[src/rtl/mduart_pkg.sv]
package mduart_pkg;

  typedef enum logic [1:0] {
    WF_BYTE      = 2'd0,
    WF_NINE_DATA = 2'd1,
    WF_NINE_ADDR = 2'd2
  } wfmt_e;

  // Marker mode needs network mode; word length applies otherwise.
  function automatic wfmt_e sel_fmt(input logic net, input logic nine, input logic wl9);
    if (net && nine)  return WF_NINE_ADDR;
    else if (wl9)     return WF_NINE_DATA;
    else              return WF_BYTE;
  endfunction

  function automatic logic [3:0] data_bits(input wfmt_e f);
    return (f == WF_BYTE) ? 4'd8 : 4'd9;
  endfunction

endpackage

[src/rtl/mduart_tx.sv]
module mduart_tx
  import mduart_pkg::*;
#(
  parameter int OVS = 16
) (
  input  logic       clk,
  input  logic       rst_n,
  input  logic       tick,
  input  logic       start,
  input  wfmt_e      fmt,
  input  logic [8:0] word,
  output logic       busy,
  output logic       bit_o
);
  localparam int CW = $clog2(OVS);
  localparam int FW = 11;
  localparam int LW = $clog2(FW + 1);

  logic          busy_q, busy_n;
  logic [FW-1:0] sh_q, sh_n;
  logic [LW-1:0] left_q, left_n;
  logic [CW-1:0] tc_q, tc_n;

  always_comb begin
    busy_n = busy_q;
    sh_n   = sh_q;
    left_n = left_q;
    tc_n   = tc_q;
    if (!busy_q) begin
      if (start) begin
        busy_n = 1'b1;
        tc_n   = '0;
        if (fmt == WF_BYTE) begin
          sh_n   = {2'b11, word[7:0], 1'b0};
          left_n = LW'(10);
        end else begin
          sh_n   = {1'b1, word, 1'b0};
          left_n = LW'(11);
        end
      end
    end else if (tick) begin
      if (tc_q == CW'(OVS - 1)) begin
        tc_n   = '0;
        sh_n   = {1'b1, sh_q[FW-1:1]};
        left_n = left_q - LW'(1);
        if (left_q == LW'(1)) busy_n = 1'b0;
      end else begin
        tc_n = tc_q + CW'(1);
      end
    end
  end

  always_ff @(posedge clk or negedge rst_n) begin
    if (!rst_n) begin
      busy_q <= 1'b0;
      sh_q   <= '1;
      left_q <= '0;
      tc_q   <= '0;
    end else begin
      busy_q <= busy_n;
      sh_q   <= sh_n;
      left_q <= left_n;
      tc_q   <= tc_n;
    end
  end

  assign busy  = busy_q;
  assign bit_o = busy_q ? sh_q[0] : 1'b1;

  // every frame opens with a low start bit
  p_start_low_r1: assert property (@(posedge clk) disable iff (!rst_n)
    $rose(busy_q) |-> !bit_o);
  // the last bit before the transmitter goes idle is a high stop bit
  p_stop_high_r1: assert property (@(posedge clk) disable iff (!rst_n)
    $fell(busy_q) |-> $past(bit_o));
  // a start request while busy does not reload the frame length
  p_no_reload_r11: assert property (@(posedge clk) disable iff (!rst_n)
    (busy_q && !tick) |=> (left_q == $past(left_q)));

endmodule

[src/rtl/mduart_rx.sv]
module mduart_rx
  import mduart_pkg::*;
#(
  parameter int OVS = 16
) (
  input  logic       clk,
  input  logic       rst_n,
  input  logic       tick,
  input  logic       rxd,
  input  wfmt_e      fmt,
  output logic       done,
  output logic [8:0] word,
  output logic       stop_bad,
  output wfmt_e      word_fmt
);
  localparam int CW   = $clog2(OVS);
  localparam int HALF = OVS / 2;

  typedef enum logic [1:0] {R_IDLE, R_START, R_DATA, R_STOP} rst_e;

  logic          s1_q, s2_q;
  rst_e          st_q, st_n;
  logic [CW-1:0] tc_q, tc_n;
  logic [3:0]    bi_q, bi_n;
  logic [8:0]    sh_q, sh_n;
  wfmt_e         fmt_q, fmt_n;
  logic          done_q, done_n;
  logic [8:0]    word_q, word_n;
  logic          bad_q, bad_n;

  always_comb begin
    st_n   = st_q;
    tc_n   = tc_q;
    bi_n   = bi_q;
    sh_n   = sh_q;
    fmt_n  = fmt_q;
    done_n = 1'b0;
    word_n = word_q;
    bad_n  = bad_q;
    if (tick) begin
      unique case (st_q)
        R_IDLE: begin
          if (!s2_q) begin
            st_n  = R_START;
            tc_n  = '0;
            sh_n  = '0;
            fmt_n = fmt;
          end
        end
        R_START: begin
          if (tc_q == CW'(HALF - 1)) begin
            tc_n = '0;
            bi_n = '0;
            st_n = s2_q ? R_IDLE : R_DATA;
          end else begin
            tc_n = tc_q + CW'(1);
          end
        end
        R_DATA: begin
          if (tc_q == CW'(OVS - 1)) begin
            tc_n       = '0;
            sh_n[bi_q] = s2_q;
            if (bi_q == data_bits(fmt_q) - 4'd1) st_n = R_STOP;
            else                                 bi_n = bi_q + 4'd1;
          end else begin
            tc_n = tc_q + CW'(1);
          end
        end
        default: begin
          if (tc_q == CW'(OVS - 1)) begin
            tc_n   = '0;
            st_n   = R_IDLE;
            done_n = 1'b1;
            word_n = sh_q;
            bad_n  = !s2_q;
          end else begin
            tc_n = tc_q + CW'(1);
          end
        end
      endcase
    end
  end

  always_ff @(posedge clk or negedge rst_n) begin
    if (!rst_n) begin
      s1_q   <= 1'b1;
      s2_q   <= 1'b1;
      st_q   <= R_IDLE;
      tc_q   <= '0;
      bi_q   <= '0;
      sh_q   <= '0;
      fmt_q  <= WF_BYTE;
      done_q <= 1'b0;
      word_q <= '0;
      bad_q  <= 1'b0;
    end else begin
      s1_q   <= rxd;
      s2_q   <= s1_q;
      st_q   <= st_n;
      tc_q   <= tc_n;
      bi_q   <= bi_n;
      sh_q   <= sh_n;
      fmt_q  <= fmt_n;
      done_q <= done_n;
      word_q <= word_n;
      bad_q  <= bad_n;
    end
  end

  assign done     = done_q;
  assign word     = word_q;
  assign stop_bad = bad_q;
  assign word_fmt = fmt_q;

  // completion is a single-cycle pulse
  p_done_pulse_r12: assert property (@(posedge clk) disable iff (!rst_n)
    done_q |=> !done_q);
  // a completed character always leaves the receiver idle
  p_done_idle_r9: assert property (@(posedge clk) disable iff (!rst_n)
    done_q |-> (st_q == R_IDLE));

endmodule

[src/rtl/mduart_addr_filter.sv]
module mduart_addr_filter
  import mduart_pkg::*;
(
  input  wfmt_e      fmt,
  input  logic [8:0] word,
  input  logic       pol,
  input  logic [7:0] station,
  output logic       is_addr,
  output logic       hit
);
  always_comb begin
    is_addr = (fmt == WF_NINE_ADDR) && (word[8] == pol);
    hit     = is_addr && (word[7:0] == station);
  end
endmodule

[src/rtl/mduart_net9.sv]
module mduart_net9
  import mduart_pkg::*;
#(
  parameter int OVS = 16
) (
  input  logic       clk,
  input  logic       rst_n,
  input  logic       baud_tick,
  input  logic       net_en,
  input  logic       tx9_en,
  input  logic       rx9_en,
  input  logic       wlen9,
  input  logic       drv_en,
  input  logic       addr_pol,
  input  logic [7:0] station_addr,
  input  logic       irq_en,
  input  logic       tx_start,
  input  logic       tx_addr,
  input  logic [8:0] tx_data,
  output logic       tx_busy,
  output logic       txd,
  output logic       txd_oe,
  input  logic       rxd,
  output logic       rx_valid,
  output logic [8:0] rx_data,
  output logic       rx_is_addr,
  output logic       rx_match,
  output logic       rx_frame_err,
  output logic       irq
);
  wfmt_e      fmt_tx, fmt_rx, rx_wfmt;
  logic [8:0] tx_word;
  logic       rx_done, rx_bad, f_is_addr, f_hit;
  logic [8:0] rx_word;

  always_comb begin
    fmt_tx  = sel_fmt(net_en, tx9_en, wlen9);
    fmt_rx  = sel_fmt(net_en, rx9_en, wlen9);
    tx_word = (fmt_tx == WF_NINE_ADDR) ? {~(tx_addr ^ addr_pol), tx_data[7:0]} : tx_data;
  end

  mduart_tx #(.OVS(OVS)) u_tx (
    .clk(clk), .rst_n(rst_n), .tick(baud_tick), .start(tx_start),
    .fmt(fmt_tx), .word(tx_word), .busy(tx_busy), .bit_o(txd)
  );

  assign txd_oe = drv_en;

  mduart_rx #(.OVS(OVS)) u_rx (
    .clk(clk), .rst_n(rst_n), .tick(baud_tick), .rxd(rxd), .fmt(fmt_rx),
    .done(rx_done), .word(rx_word), .stop_bad(rx_bad), .word_fmt(rx_wfmt)
  );

  mduart_addr_filter u_flt (
    .fmt(rx_wfmt), .word(rx_word), .pol(addr_pol), .station(station_addr),
    .is_addr(f_is_addr), .hit(f_hit)
  );

  logic       val_q, val_n, irq_q, irq_n;
  logic       adr_q, adr_n, mat_q, mat_n, fer_q, fer_n;
  logic [8:0] dat_q, dat_n;

  always_comb begin
    val_n = rx_done;
    irq_n = rx_done && f_hit && irq_en;
    adr_n = adr_q;
    mat_n = mat_q;
    fer_n = fer_q;
    dat_n = dat_q;
    if (rx_done) begin
      adr_n = f_is_addr;
      mat_n = f_hit;
      fer_n = rx_bad;
      dat_n = rx_word;
    end
  end

  always_ff @(posedge clk or negedge rst_n) begin
    if (!rst_n) begin
      val_q <= 1'b0;
      irq_q <= 1'b0;
      adr_q <= 1'b0;
      mat_q <= 1'b0;
      fer_q <= 1'b0;
      dat_q <= '0;
    end else begin
      val_q <= val_n;
      irq_q <= irq_n;
      adr_q <= adr_n;
      mat_q <= mat_n;
      fer_q <= fer_n;
      dat_q <= dat_n;
    end
  end

  assign rx_valid     = val_q;
  assign irq          = irq_q;
  assign rx_is_addr   = adr_q;
  assign rx_match     = mat_q;
  assign rx_frame_err = fer_q;
  assign rx_data      = dat_q;

  // the interrupt only accompanies a delivered, matching character
  p_irq_match_r7: assert property (@(posedge clk) disable iff (!rst_n)
    irq |-> (rx_valid && rx_match));
  // a match is only ever reported on an address character
  p_match_addr_r6: assert property (@(posedge clk) disable iff (!rst_n)
    rx_match |-> rx_is_addr);
  // delivery is a single-cycle pulse
  p_valid_pulse_r12: assert property (@(posedge clk) disable iff (!rst_n)
    rx_valid |=> !rx_valid);

endmodule

[config.mk]
export PLATFORM = sky130hd
export DESIGN_NAME = mduart_net9
export DESIGN_NICKNAME = d
export VERILOG_FILES = /design/src/rtl/mduart_pkg.sv /design/src/rtl/mduart_tx.sv /design/src/rtl/mduart_rx.sv /design/src/rtl/mduart_addr_filter.sv /design/src/rtl/mduart_net9.sv
export SDC_FILE = /design/constraint.sdc
export NUM_CORES = 1
export LEC_CHECK = 0
export CAP_MARGIN = 20
export CELL_PAD_IN_SITES_DETAIL_PLACEMENT = 1
export CELL_PAD_IN_SITES_GLOBAL_PLACEMENT = 1
export CORE_MARGIN = 3
export CORE_UTILIZATION = 35
export CTS_BUF_LIST = sky130_fd_sc_hd__clkbuf_8
export DETAILED_ROUTE_END_ITERATION = 12
export PLACE_DENSITY = 0.77
export SLEW_MARGIN = 10
export SYNTH_ARGS = -nofsm -noshare
export SYNTH_HDL_FRONTEND = slang
export SYNTH_SLANG_ARGS = --single-unit
[constraint.sdc]
create_clock -name clk -period 2.9 [get_ports clk]
set_input_delay 0.435 -clock clk [delete_from_list [all_inputs] [get_ports clk]]
set_output_delay 0.435 -clock clk [all_outputs]
set_load 0.01 [all_outputs]
Word level (Yosys, flattened, before mapping)
Cells that the tools add are included.
W data, S select, Z words.
{ "op_classes": {"n_eq_ne": 18, "n_addsub": 5, "n_reduce_logical": 24, "bitwise": 4, "order_cmp": 2, "n_mux": 49} }
{ "op_table": {"columns": ["operator", "count"], "rows": [
  ["$mux W4", 14],
  ["$mux W11", 4],
  ["$mux W9", 3],
  ["$pmux W9 S2", 1],
  ["$mux W2", 8],
  ["$pmux W4 S2", 2],
  ["$mux W1", 13],
  ["$add A4 B1 Y4 const B", 3],
  ["$mux W10", 1],
  ["$bwmux W9", 1],
  ["$reduce_and A3 Y1", 3],
  ["$eq A4 B4 Y1 const B", 2],
  ["$eq A8 B8 Y1", 1],
  ["$ne A2 B2 Y1 const B", 4],
  ["$sub A4 B1 Y4 const B", 2],
  ["$logic_and A1 B1 Y1", 7],
  ["$eq A2 B2 Y1 const B", 3],
  ["$logic_not A2 Y1", 3],
  ["$ne A2 B1 Y1 const B", 3],
  ["$pmux W2 S3", 1],
  ["$reduce_and A6 Y1", 1],
  ["$reduce_bool A2 Y1", 3],
  ["$lt A4 B5 Y1 const B", 1],
  ["$reduce_and A5 Y1", 1],
  ["other kinds (14)", 17]
]} }
{ "word_totals": {"in_bits": 30, "ff_bits": 68, "elab_cells": 122, "output_inout_bits": 17} }

Longest topological paths before layout
Gate-level depths: netlist (run 1).
{ "logic_depth": {"word_depth": 7, "ltp_mapped": 7, "mapped_depth_nobuf": 5} }

Hierarchy
Synthesis (run 1) repeated with hierarchy kept, for this count alone.
{ "hier_totals": {"hier_cells": 298, "area_unflattened_um2": 3474.6} }
{ "by_module_without_submodules": {"columns": ["module", "n_inst", "cells_each", "seq_area_each_um2", "area_each_um2"], "rows": [
  ["mduart_rx", 1, 159, 853.3, 1759.2],
  ["mduart_tx", 1, 91, 488.0, 1012.2],
  ["mduart_net9", 1, 35, 350.3, 593.1],
  ["mduart_addr_filter", 1, 13, 0.0, 110.1]
]} }

Worst setup path after synthesis (run 1)
No wires, ideal clock.
{ "synth_timing": {"path_type": "flip-flop to flip-flop", "start": "register u_rx.tc_q[0]", "end": "register u_rx.word_q[5] (netlist: u_rx.word[5])", "n_path_buf": 1, "path_stages_with_launch": 6, "path_slack_ns": 1.332, "arrival_ns": 1.443, "path_cell_list": "dfrtp_1 -> ha_1 -> and4_1 -> nand3_2 -> buf_6 -> mux2_2"} }
{ "synth_between": {"elab_chain_cells": 2} }
{ "synth_lines": {"columns": ["element", "line", "text"], "rows": [
  ["start: declaration", "mduart_rx.sv:23", "logic [CW-1:0] tc_q, tc_n;"],
  ["start signal: assignment", "mduart_rx.sv:100", "tc_q <= tc_n;"],
  ["$eq A4 B4 Y1", "mduart_rx.sv:70", "if (tc_q == CW'(OVS - 1)) begin"],
  ["$reduce_and A3 Y1 (no source line)", null, null],
  ["end signal: assignment", "mduart_rx.sv:105", "word_q <= word_n;"],
  ["end: declaration", "mduart_rx.sv:28", "logic [8:0] word_q, word_n;"]
]} }
Every way passes these cells.
A chain may end at the register's enable or synchronous reset.

Final worst setup path (run 1)
{ "layout_timing": {"start": "register u_tx.busy_q (netlist: u_tx.busy)", "end": "output tx_busy"} }
{ "layout_lines": {"columns": ["element", "line", "text"], "rows": [
  ["start: declaration", "mduart_tx.sv:19", "logic busy_q, busy_n;"],
  ["start signal: assignment", "mduart_tx.sv:60", "busy_q <= busy_n;"],
  ["end: declaration", "mduart_net9.sv:20", "output logic tx_busy,"]
]} }
No word-level cell between the ends.

==> metrics.txt, run 1 <==
# TYPE chip_impl_metric gauge
chip_impl_metric{name="port-buffer-count",unit=""} 44
chip_impl_metric{name="placement.setup.worst_slack",unit="ps"} 602
chip_impl_metric{name="floorplan.die.height",unit="um"} 104
chip_impl_metric{name="power.leakage",unit="nW"} 1.84
chip_impl_metric{name="filler_cell_count",unit=""} 999
chip_impl_metric{name="numClockSinks",unit=""} 67
chip_impl_metric{name="clock_pin_slew_worst_setup_and_hold_paths",unit="ps"} 80
chip_impl_info{name="cts_tree",value="done"} 1
chip_impl_metric{name="peakVddDrop",unit="mV"} 0.280
chip_impl_metric{name="finish.net_count",unit=""} 395
chip_impl_metric{name="detail-route-antenna-nets",unit=""} 0
chip_impl_metric{name="timing.final.hold_violations",unit=""} 0
chip_impl_metric{name="post_cts_hold_buffer_count",unit=""} 0
chip_impl_metric{name="first_global_vias",unit=""} 2667
chip_impl_metric{name="viasPerCell",unit=""} 5.07
chip_impl_metric{name="syn-mean-instance-area",unit="um^2"} 10.7
chip_impl_metric{name="worst_slew_pin_slew",unit="ps"} 790
chip_impl_metric{name="number_of_antenna_violations_at_the_first_check_in_global_routing",unit=""} 0
chip_impl_metric{name="rr_worst_depth",unit=""} 6
chip_impl_metric{name="synth_compound_gate_area_share",unit=""} 0.116
chip_impl_metric{name="detailed_place_hpwl",unit="um"} 5580
chip_impl_metric{name="share_of_the_cycle_needed_by_the_critical_path_after_routing",unit=""} 0.743
chip_impl_metric{name="power_density_over_cell_area",unit="nW/um^2"} 843
chip_impl_info{name="unrepaired_setup_endpoints_after_global_routing",value="no"} 1
chip_impl_metric{name="yosys_register_bits",unit=""} 67
chip_impl_info{name="synth_area_leaders",value="sky130_fd_sc_hd__dfrtp_1 41%, sky130_fd_sc_hd__dfstp_2 9.5%, sky130_fd_sc_hd__mux2_2 6.4%, sky130_fd_sc_hd__nand2_1 4.1%, sky130_fd_sc_hd__mux2i_1 3.3%"} 1
chip_impl_metric{name="worst_clock_skew",unit="ps"} 7.85
chip_impl_metric{name="cts-buffers-inserted",unit=""} 9
chip_impl_metric{name="syn_nets",unit=""} 350
chip_impl_metric{name="drt_iter0_drcs",unit=""} 78
chip_impl_metric{name="post_cts_resize_count",unit=""} 0
chip_impl_metric{name="largest_net_degree_at_the_start_of_global_routing",unit=""} 35
chip_impl_metric{name="mappedNetlistArea",unit="um^2"} 3330
chip_impl_metric{name="die_w",unit="um"} 104
chip_impl_metric{name="gpl.final_weighted_congestion",unit=""} 0.724
chip_impl_info{name="yosys.cell_count.top_type",value="sky130_fd_sc_hd__dfrtp_1"} 1
chip_impl_metric{name="synth.top_cell.area_share",unit=""} 0.413
chip_impl_metric{name="post_synth_inst_count",unit=""} 312
chip_impl_metric{name="grt_pass1_wl",unit="um"} 13200
chip_impl_metric{name="floorplan.initialDensity",unit=""} 0.371
chip_impl_metric{name="gr-total-overflow",unit=""} 0
chip_impl_metric{name="critical_path.max_fanout",unit=""} 17
chip_impl_metric{name="final-max-slew-violation-count",unit=""} 0
chip_impl_metric{name="setup_tns",unit="ps"} 0
chip_impl_metric{name="avgRoutedWirePerCell",unit="um"} 15.8
chip_impl_metric{name="worst-r2r-setup-slack",unit="ps"} 800
chip_impl_info{name="top_flip_flop_cell_by_instance_count_after_synthesis",value="sky130_fd_sc_hd__dfrtp_1"} 1
chip_impl_info{name="synth.cells.most_frequent",value="55 x sky130_fd_sc_hd__dfrtp_1, 36 x sky130_fd_sc_hd__nand2_1, 20 x sky130_fd_sc_hd__o21ai_0"} 1
chip_impl_metric{name="drc_errors",unit=""} 0
chip_impl_metric{name="clkLatencyLatePin",unit="ps"} 340
chip_impl_metric{name="die-area",unit="um^2"} 10700
chip_impl_metric{name="floorplan.rows",unit=""} 34
chip_impl_metric{name="globalRouteTotalUtil",unit=""} 0.151
chip_impl_info{name="clk_root_buffer_cell",value="sky130_fd_sc_hd__clkbuf_8"} 1
chip_impl_info{name="worstSetupPathType",value="reg2out"} 1
chip_impl_info{name="worstSetupStartpoint",value="u_tx.busy"} 1
chip_impl_metric{name="drive_gt1_frac",unit=""} 0.174
chip_impl_metric{name="edff_count_synth",unit=""} 0
chip_impl_metric{name="layout_setup_ws",unit="ps"} 745
chip_impl_metric{name="yosys.area_share.adder",unit=""} 0.0300
chip_impl_info{name="crit-reg2reg-capture",value="u_tx.sh_q[9]"} 1
chip_impl_metric{name="routed_wl",unit="um"} 7710
chip_impl_metric{name="worst_path_required",unit="ps"} 2470
chip_impl_info{name="critPathCapture",value="tx_busy"} 1
chip_impl_metric{name="num_vias",unit=""} 2476
chip_impl_info{name="r2r-start",value="u_tx.tc_q[0]"} 1
chip_impl_metric{name="crit_arrival",unit="ps"} 1720
chip_impl_metric{name="cts_buffer_depth",unit=""} 2
chip_impl_metric{name="yosys_warnings",unit=""} 0
chip_impl_metric{name="ys_types",unit=""} 55
chip_impl_info{name="hold_class",value="in2async"} 1
chip_impl_metric{name="layout-area-overhead-vs-synth",unit="%"} 24.2
chip_impl_info{name="critical_path.endpoint_type",value="output pin"} 1
chip_impl_metric{name="seq_area_frac_synth",unit=""} 0.508
chip_impl_metric{name="drtPass1Iterations",unit=""} 4
chip_impl_metric{name="insertedDiodeCount",unit=""} 0
chip_impl_metric{name="relSlewSlack",unit=""} 0.473
chip_impl_metric{name="cts_htree_levels",unit=""} 3
chip_impl_info{name="synth_area_leader_cell",value="sky130_fd_sc_hd__dfrtp_1"} 1
chip_impl_info{name="main_combinational_cell_family_by_area_after_synthesis",value="simple AND/OR/NAND/NOR gates"} 1
chip_impl_metric{name="post-cts-setup-buffer-count",unit=""} 0
chip_impl_metric{name="boundaryPins",unit=""} 47
chip_impl_metric{name="report.final.setup_viol",unit=""} 0
chip_impl_metric{name="fmax",unit="GHz"} 0.464
chip_impl_metric{name="maxCapViolations",unit=""} 0
chip_impl_metric{name="synthSimpleGateAreaFrac",unit=""} 0.165
chip_impl_metric{name="async_flop_share",unit=""} 1.00
chip_impl_metric{name="muxShareOfSynthArea",unit=""} 0.106
chip_impl_metric{name="core",unit="um^2"} 8980
chip_impl_info{name="critical_path.startpoint_type",value="flip-flop"} 1
chip_impl_metric{name="final_period_minus_worst_setup_slack",unit="ps"} 2150
chip_impl_info{name="outcome",value="completed"} 1
chip_impl_metric{name="xor_and_xnor_area_share_after_synthesis",unit=""} 0.0342
## cell families after synthesis
group	count (synthesis)
AO/OA/AOI/OAI	62
XOR/XNOR	13
adder cells (fa/ha/maj)	8
buffers and inverters	30
flip-flops	67
multiplexers	32
AND/OR/NAND/NOR	100
## metal layers
layer	global-route usage	routed length, um
met1	0.195	3520
met2	0.253	3870
met3	0.0280	211
met4	0.0598	112
met5	0	0
## area by class of cell
cell class                 instances  area, um^2  share of cell area
tap                              126         158              0.0381
inverter                          16        60.1              0.0145
timing repair buffer              48         478               0.115
clock inverter                     7         124              0.0299
multi-input combinational        215        1500               0.363
sequential                        67        1690               0.409
clock buffer                       9         124              0.0299
## worst max-delay path: stages, from the launching register on
cell                              delay, ps
sky130_fd_sc_hd__dfrtp_1                480
sky130_fd_sc_hd__buf_4                  310
sky130_fd_sc_hd__clkdlybuf4s50_1        580
## through the flow
step / instance area (um^2) / std cells / total power (W) / hold slack (ps) / utilization
after global routing: 4140 / 488 / 0.00374 / 216 / 0.461
after floorplan: 3330 / 312 / 0.00219 / 139 / -
after global placement: 3880 / 471 / 0.00246 / 345 / 0.433
after CTS: 4140 / 488 / 0.00353 / 177 / 0.461
after detailed placement: 3890 / 472 / 0.00254 / 348 / 0.434
final: 4140 / 488 / 0.00349 / 167 / 0.461
## how the worst min path moves through the flow
stage,startpoint,end,depth (start not counted)
2_1_floorplan,rst_n,irq,0
3_3_place_gp,u_rx.s1_q,u_rx.s2_q,0
3_5_place_dp,u_rx.s1_q,u_rx.s2_q,0
4_1_cts,rst_n,u_rx.word[5],1
5_1_grt,rst_n,u_rx.word[5],1
6_report,rst_n,u_rx.word[5],1
## placed cells by master, fill, tap and decap left out, types with 4 or more instances in the layout
cell / synthesis / routed
sky130_fd_sc_hd__nand3_1: 13 / 13
sky130_fd_sc_hd__o22ai_1: 4 / 4
sky130_fd_sc_hd__nand4_1: 5 / 5
sky130_fd_sc_hd__ha_1: 8 / 8
sky130_fd_sc_hd__nand3b_1: 4 / 4
sky130_fd_sc_hd__mux2i_1: 11 / 11
sky130_fd_sc_hd__o211ai_1: 5 / 5
sky130_fd_sc_hd__a21oi_1: 12 / 12
sky130_fd_sc_hd__dfstp_2: 12 / 12
sky130_fd_sc_hd__dfrtp_1: 55 / 55
sky130_fd_sc_hd__nor2b_1: 6 / 6
sky130_fd_sc_hd__nand2_1: 36 / 36
sky130_fd_sc_hd__mux2_2: 19 / 19
sky130_fd_sc_hd__clkbuf_8: 0 / 9
sky130_fd_sc_hd__o21ai_0: 20 / 20
sky130_fd_sc_hd__nor2_1: 9 / 9
sky130_fd_sc_hd__and4_1: 4 / 4
sky130_fd_sc_hd__clkdlybuf4s50_1: 0 / 43
sky130_fd_sc_hd__xor2_1: 4 / 4
sky130_fd_sc_hd__inv_1: 15 / 15
sky130_fd_sc_hd__xnor2_1: 9 / 9
## flip-flops by register name, indices dropped and copies added, names as in the netlist
name,cells
u_tx.sh_q,10
rx_data,9
u_rx.sh_q,9
u_rx.word,9
u_rx.bi_q,4
u_rx.tc_q,4
u_tx.left_q,4
u_tx.tc_q,4
u_rx.st_q,2
u_rx.word_fmt,2
irq,1
rx_frame_err,1
rx_is_addr,1
rx_match,1
rx_valid,1
u_rx.done,1
u_rx.s1_q,1
u_rx.s2_q,1
u_rx.stop_bad,1
u_tx.busy,1
## where the power goes
group	internal [W]	switching, W
clock network	0.000579	0.000392
registers	0.00128	0.000330
logic	0.000482	0.000426
total	0.00234	0.00115
No activity file was read; power rests on OpenSTA's default activity.
==> inputs of run 2 (changes only) <==
PLACE_DENSITY = 0.8   (was 0.77)
clock period = 1.8 ns   (was 2.9 ns; I/O delays follow)
==> run 2 against run 1 <==
Sequential share of layout area down 2.0 points. First-iteration DRC count up 44%. Clock power up 45%. Count of clock-buffer cells in the layout unchanged. Setup slack worse by 660 ps. Utilization up 2.4 points. Flip-flop and latch count unchanged. Combinational power up 97%. Worst hold slack better by 170 ps. Final cell count up 5.1%. Clock skew up 6.3 ps.
==> metrics.txt, run 2 (synthesis results as in run 1) <==
# TYPE chip_impl_metric gauge
chip_impl_info{name="outcome",value="completed"} 1
chip_impl_metric{name="globalRouteTotalUtil",unit=""} 0.157
chip_impl_metric{name="first_global_vias",unit=""} 2842
chip_impl_metric{name="worst_path_required",unit="ps"} 1530
chip_impl_metric{name="grt_pass1_wl",unit="um"} 13900
chip_impl_metric{name="routed_wl",unit="um"} 8320
chip_impl_metric{name="power",unit="W"} 0.00572
chip_impl_metric{name="die_w",unit="um"} 104
chip_impl_metric{name="viasPerCell",unit=""} 5.08
chip_impl_metric{name="detailed_place_hpwl",unit="um"} 6030
chip_impl_metric{name="drive_gt1_frac",unit=""} 0.233
chip_impl_metric{name="drtPass1Iterations",unit=""} 4
chip_impl_metric{name="numClockSinks",unit=""} 67
chip_impl_info{name="worstSetupPathType",value="reg2out"} 1
chip_impl_metric{name="post-route-cell-area",unit="um^2"} 4350
chip_impl_metric{name="timing.critical_path.slowest_cell_delay",unit="ps"} 540
chip_impl_metric{name="drc_errors",unit=""} 0
chip_impl_metric{name="num_vias",unit=""} 2607
chip_impl_info{name="cts_tree",value="done"} 1
chip_impl_info{name="worstPathCellList",value="buf_4, clkdlybuf4s50_1"} 1
chip_impl_info{name="register_bank_with_the_most_flops",value="u_tx.sh_q"} 1
chip_impl_metric{name="share_of_the_cycle_needed_by_the_critical_path_after_routing",unit=""} 0.951
chip_impl_metric{name="final_core_util",unit=""} 0.485
chip_impl_metric{name="cts-buffers-inserted",unit=""} 9
chip_impl_metric{name="final-max-slew-violation-count",unit=""} 0
chip_impl_info{name="most-common-layout-cells",value="55 x sky130_fd_sc_hd__dfrtp_1, 42 x sky130_fd_sc_hd__clkdlybuf4s50_1, 36 x sky130_fd_sc_hd__nand2_1"} 1
chip_impl_metric{name="die-area",unit="um^2"} 10700
chip_impl_metric{name="floorplan.rows",unit=""} 34
chip_impl_metric{name="layout-area-overhead-vs-synth",unit="%"} 30.6
chip_impl_metric{name="final_period_minus_worst_setup_slack",unit="ps"} 1710
chip_impl_metric{name="postPlaceCellArea",unit="um^2"} 4080
chip_impl_metric{name="avgRoutedWirePerCell",unit="um"} 16.2
chip_impl_metric{name="worst_slew_pin_slew",unit="ps"} 480
chip_impl_metric{name="relSlewSlack",unit=""} 0.680
chip_impl_metric{name="clock_pin_slew_worst_setup_and_hold_paths",unit="ps"} 80
chip_impl_metric{name="worst_clock_skew",unit="ps"} 14.2
chip_impl_metric{name="core",unit="um^2"} 8980
chip_impl_metric{name="insertedDiodeCount",unit=""} 0
chip_impl_info{name="clk_root_buffer_cell",value="sky130_fd_sc_hd__clkbuf_8"} 1
chip_impl_metric{name="floorplan.initialDensity",unit=""} 0.371
chip_impl_metric{name="largest_net_degree_at_the_start_of_global_routing",unit=""} 33
chip_impl_metric{name="detail-route-antenna-nets",unit=""} 0
chip_impl_metric{name="largest_reg_flops",unit=""} 10
chip_impl_metric{name="gpl.final_weighted_congestion",unit=""} 0.819
chip_impl_metric{name="critical_path.max_fanout",unit=""} 11
chip_impl_info{name="hold_class",value="in2reg"} 1
chip_impl_metric{name="port-buffer-count",unit=""} 44
chip_impl_metric{name="cts_buffer_depth",unit=""} 2
chip_impl_metric{name="clkLatencyLatePin",unit="ps"} 350
chip_impl_metric{name="drt_iter0_drcs",unit=""} 112
chip_impl_metric{name="cts_htree_levels",unit=""} 3
chip_impl_metric{name="finish.net_count",unit=""} 420
chip_impl_info{name="critical_path.endpoint_type",value="output pin"} 1
chip_impl_info{name="layout.cells.most_common",value="sky130_fd_sc_hd__dfrtp_1"} 1
chip_impl_metric{name="gr-total-overflow",unit=""} 0
chip_impl_metric{name="number_of_antenna_violations_at_the_first_check_in_global_routing",unit=""} 0
chip_impl_metric{name="boundaryPins",unit=""} 47
chip_impl_metric{name="floorplan.die.height",unit="um"} 104
chip_impl_metric{name="peakVddDrop",unit="mV"} 0.505
chip_impl_metric{name="timing.final.hold_violations",unit=""} 0
chip_impl_metric{name="power_density_over_cell_area",unit="nW/um^2"} 1310
chip_impl_metric{name="report.final.setup_viol",unit=""} 0
chip_impl_info{name="critical_path.startpoint_type",value="flip-flop"} 1
chip_impl_info{name="critical_path.slowest_cell",value="sky130_fd_sc_hd__clkdlybuf4s50_1"} 1
chip_impl_metric{name="fmax",unit="GHz"} 0.584
chip_impl_metric{name="power.leakage",unit="nW"} 1.97
chip_impl_metric{name="maxCapViolations",unit=""} 0
chip_impl_metric{name="crit_arrival",unit="ps"} 1440
run 2: final cells by class:
| type | count | area (um^2) |
|---|---|---|
| fillers | 996 | 4620 |
| flip-flops and latches | 67 | 1690 |
| inverters | 16 | 60.1 |
| repair buffers | 73 | 696 |
| clock buffers | 9 | 124 |
| clock inverters | 7 | 100 |
| multi-input cells | 215 | 1520 |
| well taps | 126 | 158 |
run 2: routing by layer:
metal	routed length, um	vias to the layer above	part of all wire	GRT usage
met4	110	0	0.013	0.0579
met1	3680	1301	0.44	0.194
met5	0	-	0	0
met3	296	14	0.036	0.0348
li1	-	1247	-	-
met2	4230	45	0.51	0.271
run 2: through the flow:
step,hold WS [ps],std cells,setup WS [ps],setup TNS [ps]
3_5_place_dp,257,494,-166,-2340
4_1_cts,320,511,9.48,0
3_3_place_gp,245,494,-47.2,-254
2_1_floorplan,-25.6,312,232,0
6_report,334,513,88.5,0
5_1_grt,310,513,-25.5,-33.2
run 2: what timing repair did:
item                       CTS  global route
gates resized for setup      1             4
hold buffers                 1             0
buffers inserted             0             2
hold endpoints to repair    15             0
setup endpoints to repair    9            22
pin swaps                    0             1
run 2: path summary, 6_finish.rpt:
check / endpoint / depth (start not counted) / slack (ps) / from
min in group asynchronous: rx_data[7] / 2 / 410 / rst_n
setup reg to reg: u_rx.bi_q[2] / 6 / 100 / u_rx.tc_q[0]
hold reg to reg: u_rx.s2_q / 0 / 360 / u_rx.s1_q
max in group asynchronous: u_rx.s1_q / 3 / 770 / rst_n
hold / removal: u_rx.s1_q / 1 / 330 / rxd
setup / recovery: tx_busy / 2 / 90 / u_tx.busy
run 2: report_power, final:
| part | total, W | switching (W) | internal (W) |
|---|---|---|---|
| Combinational | 0.00179 | 0.000854 | 0.000933 |
| Clock | 0.00141 | 0.000622 | 0.000786 |
| Sequential | 0.00252 | 0.000462 | 0.00206 |
run 2: critical path, delay by kind of cell, from the launching register on:
kind,cells,cell delay [ps]
buffers and inverters,2,720
DFF,1,380
